**src/rtl/tick64_pkg.sv**
```systemverilog
package tick64_pkg;
  localparam int unsigned WORD_W    = 32;
  localparam int unsigned NUM_MATCH = 6;
  localparam int unsigned WDOG_IDX  = NUM_MATCH - 1;
  localparam int unsigned ADDR_W    = 6;

  // word indices (byte offset / 4)
  localparam logic [3:0] IDX_CNT_LO = 4'd0;
  localparam logic [3:0] IDX_CNT_HI = 4'd1;
  localparam logic [3:0] IDX_MATCH0 = 4'd2;
  localparam logic [3:0] IDX_STATUS = 4'd8;
  localparam logic [3:0] IDX_IEN    = 4'd9;
  localparam logic [3:0] IDX_WDEN   = 4'd10;
  localparam logic [3:0] IDX_DIV    = 4'd11;
  localparam logic [3:0] IDX_SNAP   = 4'd12;
  localparam logic [3:0] IDX_SHD_LO = 4'd13;
  localparam logic [3:0] IDX_SHD_HI = 4'd14;
endpackage

```
**src/rtl/tick64_prescaler.sv**
```systemverilog
module tick64_prescaler #(
  parameter int unsigned DIV_W = 16
) (
  input  logic             clk,
  input  logic             rst_n,
  input  logic [DIV_W-1:0] divider,
  output logic             tick
);
  localparam int unsigned PC_W = DIV_W + 1;

  logic [PC_W-1:0] pc_q, pc_d;
  logic [PC_W-1:0] limit;

  always_comb begin
    limit = {divider, 1'b1};
    tick  = (pc_q >= limit);
    pc_d  = tick ? '0 : pc_q + 1'b1;
  end

  always_ff @(posedge clk or negedge rst_n) begin
    if (!rst_n) pc_q <= '0;
    else        pc_q <= pc_d;
  end
endmodule

```
**src/rtl/tick64_counter.sv**
```systemverilog
module tick64_counter #(
  parameter int unsigned W = 32
) (
  input  logic         clk,
  input  logic         rst_n,
  input  logic         tick,
  input  logic         wr_lo,
  input  logic         wr_hi,
  input  logic [W-1:0] wdata,
  output logic [W-1:0] cnt_lo,
  output logic [W-1:0] cnt_hi,
  output logic         step,
  output logic [W-1:0] step_lo
);
  logic [W-1:0] lo_q, hi_q, lo_d, hi_d;
  logic         carry;

  always_comb begin
    step    = tick && !wr_lo;
    step_lo = lo_q + 1'b1;
    carry   = step && (lo_q == '1);
    lo_d    = lo_q;
    hi_d    = hi_q;
    if (wr_lo)     lo_d = wdata;
    else if (tick) lo_d = step_lo;
    if (wr_hi)      hi_d = wdata;
    else if (carry) hi_d = hi_q + 1'b1;
  end

  always_ff @(posedge clk or negedge rst_n) begin
    if (!rst_n) begin
      lo_q <= '0;
      hi_q <= '0;
    end else begin
      lo_q <= lo_d;
      hi_q <= hi_d;
    end
  end

  assign cnt_lo = lo_q;
  assign cnt_hi = hi_q;
endmodule

```
**src/rtl/tick64_match.sv**
```systemverilog
module tick64_match #(
  parameter int unsigned W = 32,
  parameter int unsigned N = 6
) (
  input  logic              step,
  input  logic [W-1:0]      step_lo,
  input  logic [N-1:0][W-1:0] match_val,
  output logic [N-1:0]      hit
);
  for (genvar g = 0; g < N; g++) begin : g_cmp
    assign hit[g] = step && (step_lo == match_val[g]);
  end
endmodule

```
**src/rtl/tick64_timer.sv**
```systemverilog
module tick64_timer
  import tick64_pkg::*;
#(
  parameter int unsigned DIV_W = 16
) (
  input  logic              clk,
  input  logic              rst_n,
  input  logic [ADDR_W-1:0] bus_addr,
  input  logic              bus_we,
  input  logic [WORD_W-1:0] bus_wdata,
  output logic [WORD_W-1:0] bus_rdata,
  output logic              irq,
  output logic              wdog_req
);
  localparam int unsigned N = NUM_MATCH;

  logic [3:0] widx;
  assign widx = bus_addr[5:2];

  logic [N-1:0][WORD_W-1:0] match_q, match_d;
  logic [N-1:0]  status_q, status_d, ien_q, ien_d, hit, clr_mask;
  logic          wden_q, wden_d, irq_q, irq_d, wdog_q, wdog_d;
  logic [DIV_W-1:0]  div_q, div_d;
  logic [WORD_W-1:0] shd_lo_q, shd_lo_d, shd_hi_q, shd_hi_d;
  logic [WORD_W-1:0] cnt_lo, cnt_hi, step_lo;
  logic          tick, step, wr_lo, wr_hi, snap_en;

  assign wr_lo   = bus_we && (widx == IDX_CNT_LO);
  assign wr_hi   = bus_we && (widx == IDX_CNT_HI);
  assign snap_en = bus_we && (widx == IDX_SNAP) && bus_wdata[0];

  tick64_prescaler #(.DIV_W(DIV_W)) u_presc (
    .clk(clk), .rst_n(rst_n), .divider(div_q), .tick(tick)
  );

  tick64_counter #(.W(WORD_W)) u_cnt (
    .clk(clk), .rst_n(rst_n), .tick(tick), .wr_lo(wr_lo), .wr_hi(wr_hi),
    .wdata(bus_wdata), .cnt_lo(cnt_lo), .cnt_hi(cnt_hi),
    .step(step), .step_lo(step_lo)
  );

  tick64_match #(.W(WORD_W), .N(N)) u_match (
    .step(step), .step_lo(step_lo), .match_val(match_q), .hit(hit)
  );

  // next-state logic
  always_comb begin
    match_d  = match_q;
    ien_d    = ien_q;
    wden_d   = wden_q;
    div_d    = div_q;
    shd_lo_d = shd_lo_q;
    shd_hi_d = shd_hi_q;
    clr_mask = '0;
    if (bus_we) begin
      for (int i = 0; i < N; i++) begin
        if (widx == IDX_MATCH0 + 4'(i)) match_d[i] = bus_wdata;
      end
      if (widx == IDX_STATUS) clr_mask = bus_wdata[N-1:0];
      if (widx == IDX_IEN)    ien_d    = bus_wdata[N-1:0];
      if (widx == IDX_WDEN)   wden_d   = bus_wdata[0];
      if (widx == IDX_DIV)    div_d    = bus_wdata[DIV_W-1:0];
    end
    if (snap_en) begin
      shd_lo_d = cnt_lo;
      shd_hi_d = cnt_hi;
    end
    status_d = (status_q & ~clr_mask) | hit;
    irq_d    = |(status_q & ien_q);
    wdog_d   = wden_q && status_q[WDOG_IDX];
  end

  always_ff @(posedge clk or negedge rst_n) begin
    if (!rst_n) begin
      match_q  <= '0;
      status_q <= '0;
      ien_q    <= '0;
      wden_q   <= 1'b0;
      div_q    <= '0;
      shd_lo_q <= '0;
      shd_hi_q <= '0;
      irq_q    <= 1'b0;
      wdog_q   <= 1'b0;
    end else begin
      match_q  <= match_d;
      status_q <= status_d;
      ien_q    <= ien_d;
      wden_q   <= wden_d;
      div_q    <= div_d;
      shd_lo_q <= shd_lo_d;
      shd_hi_q <= shd_hi_d;
      irq_q    <= irq_d;
      wdog_q   <= wdog_d;
    end
  end

  // read mux
  always_comb begin
    bus_rdata = '0;
    case (widx)
      IDX_CNT_LO: bus_rdata = cnt_lo;
      IDX_CNT_HI: bus_rdata = cnt_hi;
      IDX_STATUS: bus_rdata = WORD_W'(status_q);
      IDX_IEN:    bus_rdata = WORD_W'(ien_q);
      IDX_WDEN:   bus_rdata = WORD_W'(wden_q);
      IDX_DIV:    bus_rdata = WORD_W'(div_q);
      IDX_SHD_LO: bus_rdata = shd_lo_q;
      IDX_SHD_HI: bus_rdata = shd_hi_q;
      default: begin
        for (int i = 0; i < N; i++) begin
          if (widx == IDX_MATCH0 + 4'(i)) bus_rdata = match_q[i];
        end
      end
    endcase
  end

  assign irq      = irq_q;
  assign wdog_req = wdog_q;
endmodule

```
**config.mk**
```make
export PLATFORM = sky130hd
export DESIGN_NAME = tick64_timer
export DESIGN_NICKNAME = d
export VERILOG_FILES = /design/src/rtl/tick64_pkg.sv /design/src/rtl/tick64_prescaler.sv /design/src/rtl/tick64_counter.sv /design/src/rtl/tick64_match.sv /design/src/rtl/tick64_timer.sv
export SDC_FILE = /design/constraint.sdc
export NUM_CORES = 1
export LEC_CHECK = 0
export BUFFER_PORTS_ARGS = -buffer_cell sky130_fd_sc_hd__buf_2
export CELL_PAD_IN_SITES_DETAIL_PLACEMENT = 1
export CELL_PAD_IN_SITES_GLOBAL_PLACEMENT = 2
export CORE_MARGIN = 5
export CORE_UTILIZATION = 38
export DETAILED_ROUTE_END_ITERATION = 10
export PLACE_DENSITY_LB_ADDON = 0.1
export SLEW_MARGIN = 20
export SYNTH_ARGS = -nofsm -noshare
export SYNTH_HDL_FRONTEND = slang
export SYNTH_SLANG_ARGS = --single-unit
```
**constraint.sdc**
```tcl
create_clock -name clk -period 2.95 [get_ports clk]
set_input_delay 0.1475 -clock clk [delete_from_list [all_inputs] [get_ports clk]]
set_output_delay 0.1475 -clock clk [all_outputs]
set_load 0.01 [all_outputs]
```
==> results of run 1 <==
-- what timing repair did --
action,4_1_cts,5_1_grt
setup buffers,12,12
gates resized for setup,73,73
cloned,0,0
hold endpoints to repair,163,0
endpoints found under the setup margin,30,32
hold buffers,26,0
pin swaps,25,41
-- path summary, 6_finish.rpt --
path / endpoint / slack [ns] / depth (start not counted)
max reg2reg: status_q[2] / -0.1 / 10
min: u_cnt.cnt_lo[12] / 0.04 / 3
max in group asynchronous: shd_hi_q[18] / 1.82 / 3
max: status_q[2] / -0.1 / 10
min reg2reg: shd_hi_q[6] / 0.49 / 2
min in group asynchronous: status_q[2] / 0.20 / 2
-- per-layer routing --
layer / GRT usage / vias to the layer above / part of all wire / wire, microns
met3: 0.0443 / 203 / 0.057 / 5620
li1: - / 8086 / - / -
met2: 0.530 / 667 / 0.47 / 46000
met1: 0.419 / 9839 / 0.41 / 40800
met5: 0 / - / 0 / 0
met4: 0.155 / 0 / 0.062 / 6160
-- cells by family after synthesis --
family / synth area share
XOR/XNOR: 0.117
multiplexers: 0.145
buffers and inverters: 0.0348
AND/OR/NAND/NOR: 0.125
flip-flops: 0.435
adder cells (fa/ha/maj): 0.0112
AO/OA/AOI/OAI: 0.132
-- through the flow --
step,util,instances
2_1_floorplan,-,2061
3_5_place_dp,0.440,3008
6_report,0.490,3140
5_1_grt,0.490,3137
4_1_cts,0.481,3127
3_3_place_gp,0.440,3008
-- state kept, by name, summed over array words and instances, names as in the netlist --
| name | flops |
|---|---|
| match_q | 192 |
| shd_hi_q | 32 |
| shd_lo_q | 32 |
| u_cnt.cnt_hi | 32 |
| u_cnt.cnt_lo | 32 |
| u_presc.pc_q | 17 |
| div_q | 16 |
| ien_q | 6 |
| status_q | 6 |
| irq | 1 |
| wden_q | 1 |
| wdog_req | 1 |
-- power by group --
group	internal (mW)	switching, mW
sequential	6.27	1.44
clock	3.54	2.35
combinational	3.44	4.31
total	13.3	8.09
-- layout by cell type (no fill, tap or decap), types with 9 or more instances in the layout --
cell / netlist / routed
dfrtp_1: 368 / 362
mux2_2: 271 / 271
buf_4: 6 / 266
nor2_1: 148 / 140
nand2_1: 142 / 133
xnor2_1: 149 / 131
a22oi_1: 127 / 126
xor2_1: 128 / 117
buf_2: 19 / 71
o21ai_0: 64 / 61
a21oi_1: 56 / 54
nand3_1: 54 / 51
a31oi_1: 50 / 49
nand4_1: 47 / 47
clkbuf_16: 0 / 46
inv_1: 34 / 34
dlygate4sd3_1: 0 / 26
nor3_1: 36 / 25
buf_12: 0 / 20
ha_1: 19 / 18
a211oi_1: 20 / 17
xnor2_2: 2 / 17
a222oi_1: 14 / 14
buf_6: 0 / 13
nand2b_1: 12 / 12
and3_1: 13 / 11
nor3_2: 1 / 9
nor4_2: 2 / 9
nor3b_1: 9 / 9
clkbuf_1: 96 / 9
-- worst min-delay path: cells and delay by family --
kind	cells	cell delay, ns
AOI/OAI and AO/OA	1	0.08
and+or+nand+nor	1	0.10
buffers and inverters	1	0.23
-- area by class of cell --
type	instances	area [sq um]
multi-input cells	1509	12000
diodes	3	7.51
clock buffers	61	1270
fillers	6068	28200
inverters	34	128
well taps	748	936
clock inverters	20	274
repair buffers	397	3170
flip-flops and latches	368	9220
==> summary.txt, run 1 <==
Outcome
  • Outcome: complete, but fails checks
  • Failing checks: setup timing

Logic synthesis
  • Post-Syn Nets: 2121
  • Top FF cell, synth: dfrtp_1
  • Synth cell count leaders: dfrtp_1, mux2_2, xnor2_1
  • Top-count cell post-synth: dfrtp_1
  • Register bit total from synthesis: 368
  • Asr flop ratio synth: 1.00
  • Mapped Cells: 2061
  • Post-synth top area cell: dfrtp_1
  • Sequential share of the synthesized area: 0.435
  • Yosys warnings: 0
  • Synth cell types: 70
  • Synth top area share: 0.435
  • Mapped Area: 21200 sq um
  • EDFF count, synth: 0
  • Main area contributors after synthesis: dfrtp_1, mux2_2, xnor2_1
  • Syn avg cell area: 10.3 sq um

Setup path
  • WP buf/inv: 2
  • Worst-path cell chain: buf_6 > nand3_4 > or3_4 > buf_4 > nor2_4 > xnor2_1 > xor2_2 > o2111ai_2 > or4_1 > o31ai_1
  • CP Class: flop to flop
  • Critical path's slowest cell: or4_1
  • CP required: ~3.5 ns
  • R2R Path Start: u_cnt.cnt_lo[1]
  • Crit path launch type: flop
  • CP peak stage delay: 0.54 ns
  • CP Launch Point: u_cnt.cnt_lo[1]
  • CP delay by family, top: simple AND/OR/NAND/NOR gates
  • Arr. time, crit path: 3.55 ns
  • CP Max Fanout: 7
  • CP Capture Type: flop

CTS
  • CTS HTree Levels: 2
  • CTS Buf Count: 45
  • Clock Path Buffers: 3
  • CTS tree: done
  • Clock Sinks: 368
  • CTS clk-pin slew, worst paths: 0.06 ns
  • Root Driver: clkbuf_16
  • Clk Latency, worst-skew pair: ~0.61 ns

Timing
  • Slack of the critical path: -0.0982 ns
  • Tcrit/Tclk final: 1.03
  • Final setup violation count: 5
  • Post-layout minimum cycle time: 3.05 ns
  • Unrepaired setup endpoints after global routing: yes
  • F_max: around 330 MHz
  • Setup TNS: -0.263 ns
  • Slew Limit Fails: 0
  • Fin Clk Skew: 0.0457 ns
  • Fin Hold WS: 0.0358 ns
  • Final hold violation count: 0
  • Max-slew headroom: 0.365
  • Worst slew pin tran: 0.953 ns

Floorplanning
  • Die span in y: 246 microns
  • Die width: 246 microns
  • Initial Util: 0.384
  • Core Area: 55200 sq um
  • Row count: 86
  • I/O pin cnt: 75
  • Die Footprint: 60600 sq um

Placed design
  • Pre-CTS WS: -0.477 ns
  • Gpl congestion: 0.998
  • Port-buffer cells: 72
  • HPWL after DPL: 73000 microns
  • Placed Area: 24300 sq um

Drt
  • Post-Route WL: 98600 microns
  • DR DRC count: 0
  • Initial DRT Pass Iterations: 9
  • 1st-iter DRT viols: 1531
  • Vias per cell: 5.99
  • Antenna viol nets, final: 0
  • WL per Instance: 31.4 microns
  • Routed via count: 18795

Layout
  • Final net count: between 2000 and 2500
  • Synthesis-to-finish area growth: 27.6%
  • Design Area, Final: between 20000 and 30000 sq um
  • Layout cells sized above 1: 0.358

Power and ir drop
  • Peak VDD IR: 0.000514 V
  • Leakage: 11.3 nW
  • Pwr dens: slightly below 800 nW/um^2
  • Pwr Total: 21.3 mW

Hold path
  • Hold Crit Start: bus_wdata[12]
  • Worst Hold Class: input port to flop

Job
  • Maxcap violations: 0

GRT
  • Largest net degree at the start of global routing: 71
  • Antenna violations before repair: 2
  • Vias in the first global route: around 20000
  • First-pass GRT wire length: 143000 microns
  • Overflow left after global routing: 0
  • Gr usage total: 0.322
(Power assumes the default switching activity.)
==> run 2, diff against run 1 <==
TNS_END_PERCENT = 5   (was unset)
==> run 2 against run 1 <==
The run still ends with setup timing left; sequential share of layout area is 0.34 points higher; register-to-register slack better by 0.02 ns; combinational power is 3% lower; final cell count is 0.25% lower; worst setup slack better by 0.017 ns; final area is 1.1% lower; non-clock buffer count is 8 lower; via count is 0.49% lower; critical path type unchanged; critical endpoint unchanged; largest power group is now registers.
==> summary.txt, run 2 (synthesis results as in run 1) <==
Outcome
  • Outcome: complete, but fails checks
  • Failing checks: setup timing

CTS
  • CTS tree: done
  • Clk Latency, worst-skew pair: 0.59 ns (-0.02 ns)
  • Clock Sinks: 368 (unchanged)
  • CTS clk-pin slew, worst paths: 0.06 ns (about the same)
  • Clock Path Buffers: 3 (unchanged)
  • Root Driver: clkbuf_16
  • CTS HTree Levels: 2 (unchanged)
  • CTS Buf Count: 45 (unchanged)

Setup path
  • Crit path launch type: flop
  • Arr. time, crit path: 3.54 ns (about the same)
  • CP Capture Type: flop
  • CP peak stage delay: 0.56 ns (+0.02 ns)
  • R2R Path Start: u_cnt.cnt_lo[2]
  • R2r setup slk: -0.08 ns (+0.02 ns)
  • CP required: 3.46 ns (about the same)
  • Worst-path cell chain: nand3_2 > or3_4 > buf_6 > buf_4 > nor2_4 > xnor2_1 > xor2_2 > o2111ai_2 > or4_4 > o31ai_2
  • R2R Path End: status_q[2]
  • Critical path's slowest cell: or4_4
  • CP delay by family, top: simple AND/OR/NAND/NOR gates
  • CP Class: flop to flop
  • CP Max Fanout: 4 (-3)
  • Reg2Reg Depth: 10 (unchanged)
  • WP buf/inv: 2 (unchanged)

Layout
  • Final net count: 2407 (-0.33%)
  • Reg with most FFs: match_q
  • Synthesis-to-finish area growth: 26.2%
  • Most common cell after layout, fill and taps aside: dfrtp_1
  • Number of flip-flops in the largest register: 192 (unchanged)
  • Final Core Density: 0.485 (-0.00521)
  • Layout cells sized above 1: 0.339 (-0.0192)
  • Design Area, Final: 26800 sq um (-1.1%)
  • Non-Filler Instances: 3132 (-0.25%)
  • Commonest non-fill, non-tap cells in the layout: dfrtp_1, mux2_2, buf_4

Placed design
  • Gpl congestion: 1.00 (+0.72%)
  • Placed Area: 24300 sq um (-0.21%)
  • Port-buffer cells: 72 (unchanged)
  • HPWL after DPL: 71700 microns (-1.7%)
  • Inst Count DP: 2999 (-0.30%)

Floorplanning
  • Die width: 246 microns (unchanged)
  • Row count: 86 (unchanged)
  • I/O pin cnt: 75 (unchanged)
  • Die Footprint: 60600 sq um (unchanged)
  • Die span in y: 246 microns (unchanged)
  • Initial Util: 0.384 (unchanged)
  • Core Area: 55200 sq um (unchanged)

Drt
  • Initial DRT Pass Iterations: 6 (-3)
  • Vias per cell: 5.97 (-0.24%)
  • DR DRC count: 0 (unchanged)
  • WL per Instance: 31.0 microns (-1.3%)
  • 1st-iter DRT viols: 1414 (-7.6%)
  • Antenna viol nets, final: 0 (unchanged)
  • Post-Route WL: 97000 microns (-1.6%)
  • Routed via count: 18702 (-0.49%)

GRT
  • Antenna violations before repair: 1 (-1)
  • Vias in the first global route: 19711 (-0.086%)
  • Gr usage total: 0.317 (-0.00417)
  • First-pass GRT wire length: 141000 microns (-1.2%)
  • Largest net degree at the start of global routing: 80 (+13%)
  • Overflow left after global routing: 0 (unchanged)

Timing
  • Worst slew pin tran: 0.806 ns (-0.146 ns)
  • Unrepaired setup endpoints after global routing: yes
  • Final hold violation count: 0 (unchanged)
  • Slack of the critical path: -0.0812 ns (+0.0171 ns)
  • Slew Limit Fails: 0 (unchanged)
  • Max-slew headroom: 0.462 (+0.0975)
  • Post-layout minimum cycle time: 3.03 ns (-0.0171 ns)
  • Fin Clk Skew: 0.0175 ns (-0.0282 ns)
  • F_max: 330 MHz (+0.56%)
  • Tcrit/Tclk final: 1.03 (-0.00579)
  • Final setup violation count: 4 (-1)

Power and ir drop
  • Peak VDD IR: 0.000480 V (-6.5%)
  • Leakage: 11.2 nW (-0.73%)
  • Pwr dens: 786 nW/um^2 (-0.40%)

Hold path
  • Hold Crit Start: bus_wdata[2]
  • WHS Endpoint: u_cnt.cnt_hi[2]
  • Worst Hold Class: input port to flop
  • Worst Hold Depth: 3 (unchanged)

Job
  • Maxcap violations: 0 (unchanged)
-- run 2: worst max-delay path by stage --
stage / startpoint / end / slack [ns] / depth (start not counted)
after global routing: u_cnt.cnt_lo[1] / status_q[5] / -0.21 / 17
final: u_cnt.cnt_lo[2] / status_q[2] / -0.08 / 10
after global placement: u_cnt.cnt_lo[10] / status_q[2] / -0.52 / 10
after floorplan: u_cnt.cnt_lo[5] / status_q[2] / -0.05 / 10
after CTS: u_cnt.cnt_lo[2] / status_q[5] / -0.08 / 9
after detailed placement: u_cnt.cnt_lo[10] / status_q[2] / -0.44 / 10
-- run 2: through the flow --
stage / total power, mW / TNS [ns] / setup slack [ns] / hold WS (ns)
2_1_floorplan: 11.1 / -0.0740 / -0.0539 / -0.148
3_3_place_gp: 14.6 / -1.35 / -0.524 / 0.225
3_5_place_dp: 14.7 / -1.57 / -0.441 / 0.232
4_1_cts: 20.8 / -0.194 / -0.0775 / 0.00622
5_1_grt: 21.9 / -1.11 / -0.214 / 0.0459
6_report: 21.0 / -0.202 / -0.0812 / 0.0438
-- run 2: final cells by class --
class / count / area, sq um
fill: 6027 / 28400
multi-input combinational: 1509 / 11800
sequential: 368 / 9210
timing repair buffer: 389 / 3130
clock buffer: 68 / 1330
tap: 748 / 936
clock inverter: 15 / 198
inverter: 34 / 128
antenna: 1 / 2.50
-- run 2: routing by layer --
layer  vias to the layer above  track usage  share of wire
li1                       8064            -              -
met1                      9811        0.411           0.41
met2                       638        0.533           0.48
met3                       187       0.0355          0.047
met4                         2        0.151          0.057
met5                         -            0        0.00013
-- run 2: worst min-delay path, cell delays in order --
cell and delay, ns:
buf_2 0.24, nor2_1 0.15, a21oi_1 0.05
-- run 2: repair_timing --
action                                  CTS  global route
hold endpoints to repair                166             0
pin swaps                                17            23
hold buffers                             27             0
gates resized for setup                  44            52
buffers inserted                          5            17
endpoints found under the setup margin    8            15
-- run 2: report_power, final --
group	switching, mW	internal [mW]
clock	2.34	3.47
combinational	4.17	3.39
sequential	1.39	6.27
total	7.90	13.1
==> run 3, diff against run 2 <==
SYNTH_HIERARCHICAL = 1   (was unset)
==> run 3 against run 2 <==
The flow still finishes with violations (setup timing); critical path depth increased by 1; sequential share of layout area decreased by 0.42 points; maximum frequency decreased by 1.9%; global-route usage decreased by 3.3 points; largest cell class unchanged; clock-buffer cell count increased by 7; final cell count increased by 2.9%.
==> summary.txt, run 3 <==
Logic synthesis
  • Synth Area in Simple Gates: 0.137 (+0.0118)
  • Top-count cell post-synth: dfrtp_1
  • Synth Area in XOR/XNOR: 0.109 (-0.00836)
  • Synth cell types: 80 (+14%)
  • Post-Synth Adder-Cell Area: 0.0107 (-0.000520)
  • Syn avg cell area: 10.3 sq um (+0.42%)
  • Mapped Cells: 2152 (+4.4%)
  • Post-synth top area cell: dfrtp_1
  • Synth top area share: 0.414 (-0.0201)
  • Yosys warnings: 6 (+6)
  • Post-Syn Nets: 2212 (+4.3%)
  • Main area contributors after synthesis: dfrtp_1, mux2_2, xor2_1
  • Synth cell count leaders: dfrtp_1, mux2_2, xor2_1
  • Top FF cell, synth: dfrtp_1
  • Synth Area in Compound Gates: 0.126 (-0.00611)
  • Sequential share of the synthesized area: 0.414 (-0.0201)
  • Mapped Area: 22200 sq um (+4.9%)
  • Asr flop ratio synth: 1.00 (unchanged)
  • EDFF count, synth: 0 (unchanged)
  • Main combinational cell family by area after synthesis: multiplexers
  • Register bit total from synthesis: 368 (unchanged)
  • Mux contribution to synthesized area: 0.148 (+0.00255)

Power and ir drop
  • Sw Share: 0.371 (-0.00431)
  • Leakage: 11.6 nW (+3.5%)
  • Pwr Total: 20.5 mW (-2.6%)
  • Pwr dens: 757 nW/um^2 (-3.8%)
  • Pint: 12.9 mW (-1.9%)
  • Sequential share of power: 0.358 (-0.006)
  • Net Switching: 7.61 mW (-3.7%)
  • Peak VDD IR: 0.000493 V (+2.7%)
  • Combinational share of power: 0.356 (-0.003)
  • Clock share of power: 0.286 (+0.010)

GRT
  • Gr usage total: 0.285 (-0.0329)
  • First-pass GRT wire length: 136000 microns (-3.7%)
  • Antenna violations before repair: 5 (+4)
  • Overflow left after global routing: 0 (unchanged)
  • Largest net degree at the start of global routing: 81 (+1.3%)
  • Vias in the first global route: 19694 (-0.086%)

CTS
  • CTS clk-pin slew, worst paths: 0.06 ns (about the same)
  • Clk Latency, worst-skew pair: 0.60 ns (about the same)
  • Clock Path Buffers: 3 (unchanged)
  • CTS HTree Levels: 2 (unchanged)
  • Root Driver: clkbuf_16
  • CTS Buf Count: 47 (+4.4%)
  • Clock Sinks: 368 (unchanged)
  • CTS tree: done

Timing
  • Fin Clk Skew: 0.0223 ns (+0.00473 ns)
  • Final setup violation count: 19 (+15)
  • Max-slew headroom: 0.309 (-0.153)
  • Unrepaired setup endpoints after global routing: yes
  • Tcrit/Tclk final: 1.05 (+0.0203)
  • Slack of the critical path: -0.141 ns (-0.0598 ns)
  • Slew Limit Fails: 0 (unchanged)
  • Worst slew pin tran: 1.03 ns (+0.226 ns)
  • F_max: 324 MHz (-1.9%)
  • Setup TNS: -1.56 ns (-1.35 ns)
  • Final hold violation count: 0 (unchanged)
  • Post-layout minimum cycle time: 3.09 ns (+0.0598 ns)

Placed design
  • Pre-CTS WS: -0.444 ns (-0.00257 ns)
  • Port-buffer cells: 72 (unchanged)
  • Gpl congestion: 0.880 (-12%)
  • HPWL after DPL: 67900 microns (-5.3%)

Setup path
  • CP Max Fanout: 6 (+2)
  • Arr. time, crit path: 3.59 ns (+0.05 ns)
  • CP required: 3.45 ns (about the same)
  • Crit path launch type: flop
  • CP Class: flop to flop
  • CP Capture Type: flop

Floorplanning
  • I/O pin cnt: 75 (unchanged)
  • Die Footprint: 63400 sq um (+4.7%)
  • Row count: 88 (+2.3%)
  • Core Area: 57800 sq um (+4.7%)
  • Die span in y: 252 microns (+2.3%)
  • Die width: 252 microns (+2.3%)
  • Initial Util: 0.384 (+0.000512)

Drt
  • WL per Instance: 28.9 microns (-6.8%)
  • Vias per cell: 5.87 (-1.6%)
  • Post-Route WL: 93000 microns (-4.1%)
  • Initial DRT Pass Iterations: 7 (+1)
  • DR DRC count: 0 (unchanged)
  • Antenna viol nets, final: 0 (unchanged)
  • Routed via count: 18929 (+1.2%)
  • 1st-iter DRT viols: 1452 (+2.7%)

Layout
  • Reg with most FFs: match_q
  • Most common cell after layout, fill and taps aside: dfrtp_1
  • Commonest non-fill, non-tap cells in the layout: dfrtp_1, buf_4, mux2_2
  • Number of flip-flops in the largest register: 192 (unchanged)
  • Synthesis-to-finish area growth: 21.9%
  • Layout cells sized above 1: 0.329 (-0.00939)
  • Final net count: 2481 (+3.1%)

Outcome
  • Failing checks: setup timing
  • Outcome: complete, but fails checks

Job
  • Maxcap violations: 0 (unchanged)

Hold path
  • Worst Hold Class: input port to flop
[run 3: changes by cell type in the layout (fill, tap and decap cells not counted), moves of 12 or more]
cell	before	now
xor2_1	120	221
o21ai_0	62	147
xnor2_1	136	51
nor2_1	142	72
a22oi_1	127	60
a21oi_1	56	104
nor4_1	8	55
a31oi_1	49	14
buf_4	258	287
mux2_1	0	17
xnor2_2	14	1
inv_1	34	22
nor4_2	6	18
[run 3: cell families after synthesis]
logic type,Yosys count
DFF,368
adders and majority gates,19
muxes,293
AOI/OAI and AO/OA,445
buffers and inverters,207
xor gates and xnor gates,276
and+or+nand+nor,544
[run 3: area by class of cell]
class | instances | area (sq um)
antenna | 1 | 2.50
inverter | 26 | 97.6
multi-input combinational | 1578 | 12100
tap | 765 | 957
clock buffer | 75 | 1480
sequential | 368 | 9210
timing repair buffer | 400 | 3120
fill | 6365 | 30700
clock inverter | 10 | 75.1
[run 3: critical path, stage by stage (launching register included)]
cell and delay, ns:
dfrtp_1 0.35, inv_1 0.06, ha_1 0.29, nand4_1 0.21, nor4_2 0.27, a22o_1 0.20, or2_4 0.15, and4b_1 0.23
nand3_2 0.13, or3_4 0.44, or4_1 0.51, a31oi_1 0.17
[run 3: per-stage QoR]
stage | hold WS (ns) | std cells | instance area (sq um) | utilization
3_3_place_gp | 0.217 | 3107 | 24900 | 0.431
3_5_place_dp | 0.223 | 3107 | 24900 | 0.431
4_1_cts | 0.00303 | 3218 | 26800 | 0.464
2_1_floorplan | -0.148 | 2152 | 22200 | -
6_report | 0.0395 | 3223 | 27100 | 0.468
5_1_grt | 0.0112 | 3222 | 27100 | 0.468
[run 3: final timing paths]
path / from / end / slack, ns / cells past startpoint
worst max register to register: div_q[12] / u_cnt/cnt_hi[28] / -0.14 / 11
worst min-delay path: bus_wdata[4] / u_cnt/cnt_lo[4] / 0.04 / 3
max in group asynchronous: rst_n / shd_lo_q[3] / 1.83 / 3
worst max-delay path: div_q[12] / u_cnt/cnt_hi[28] / -0.14 / 11
min in group asynchronous: rst_n / match_q[54] / 0.14 / 2
worst min register to register: shd_hi_q[13] / shd_hi_q[13] / 0.49 / 1
[run 3: layer usage]
layer  GRT usage  up-vias  wire [microns]
met5           0        -              27
met4      0.0878        4            3400
met3      0.0396      146            4630
met2       0.461      509           43100
met1       0.398     9944           41900
li1            -     8326               -
[run 3: what timing repair did]
item                                   in CTS  in global routing
setup buffers                               1                  3
endpoints found under the hold margin     116                  0
setup endpoints to repair                  21                 34
gates cloned                                0                  1
gates resized for setup                    23                 37
pin swaps                                   6                 29
hold buffers                               25                  0
[run 3: power by group through the flow]
stage,combinational (mW),clock (mW),sequential [mW]
detailed placement,7.03,0,7.38
global placement,6.93,0,7.30
global route,7.65,6.17,7.47
CTS,7.17,5.97,7.31
floorplan,3.85,0,7.15
finish,7.29,5.86,7.33
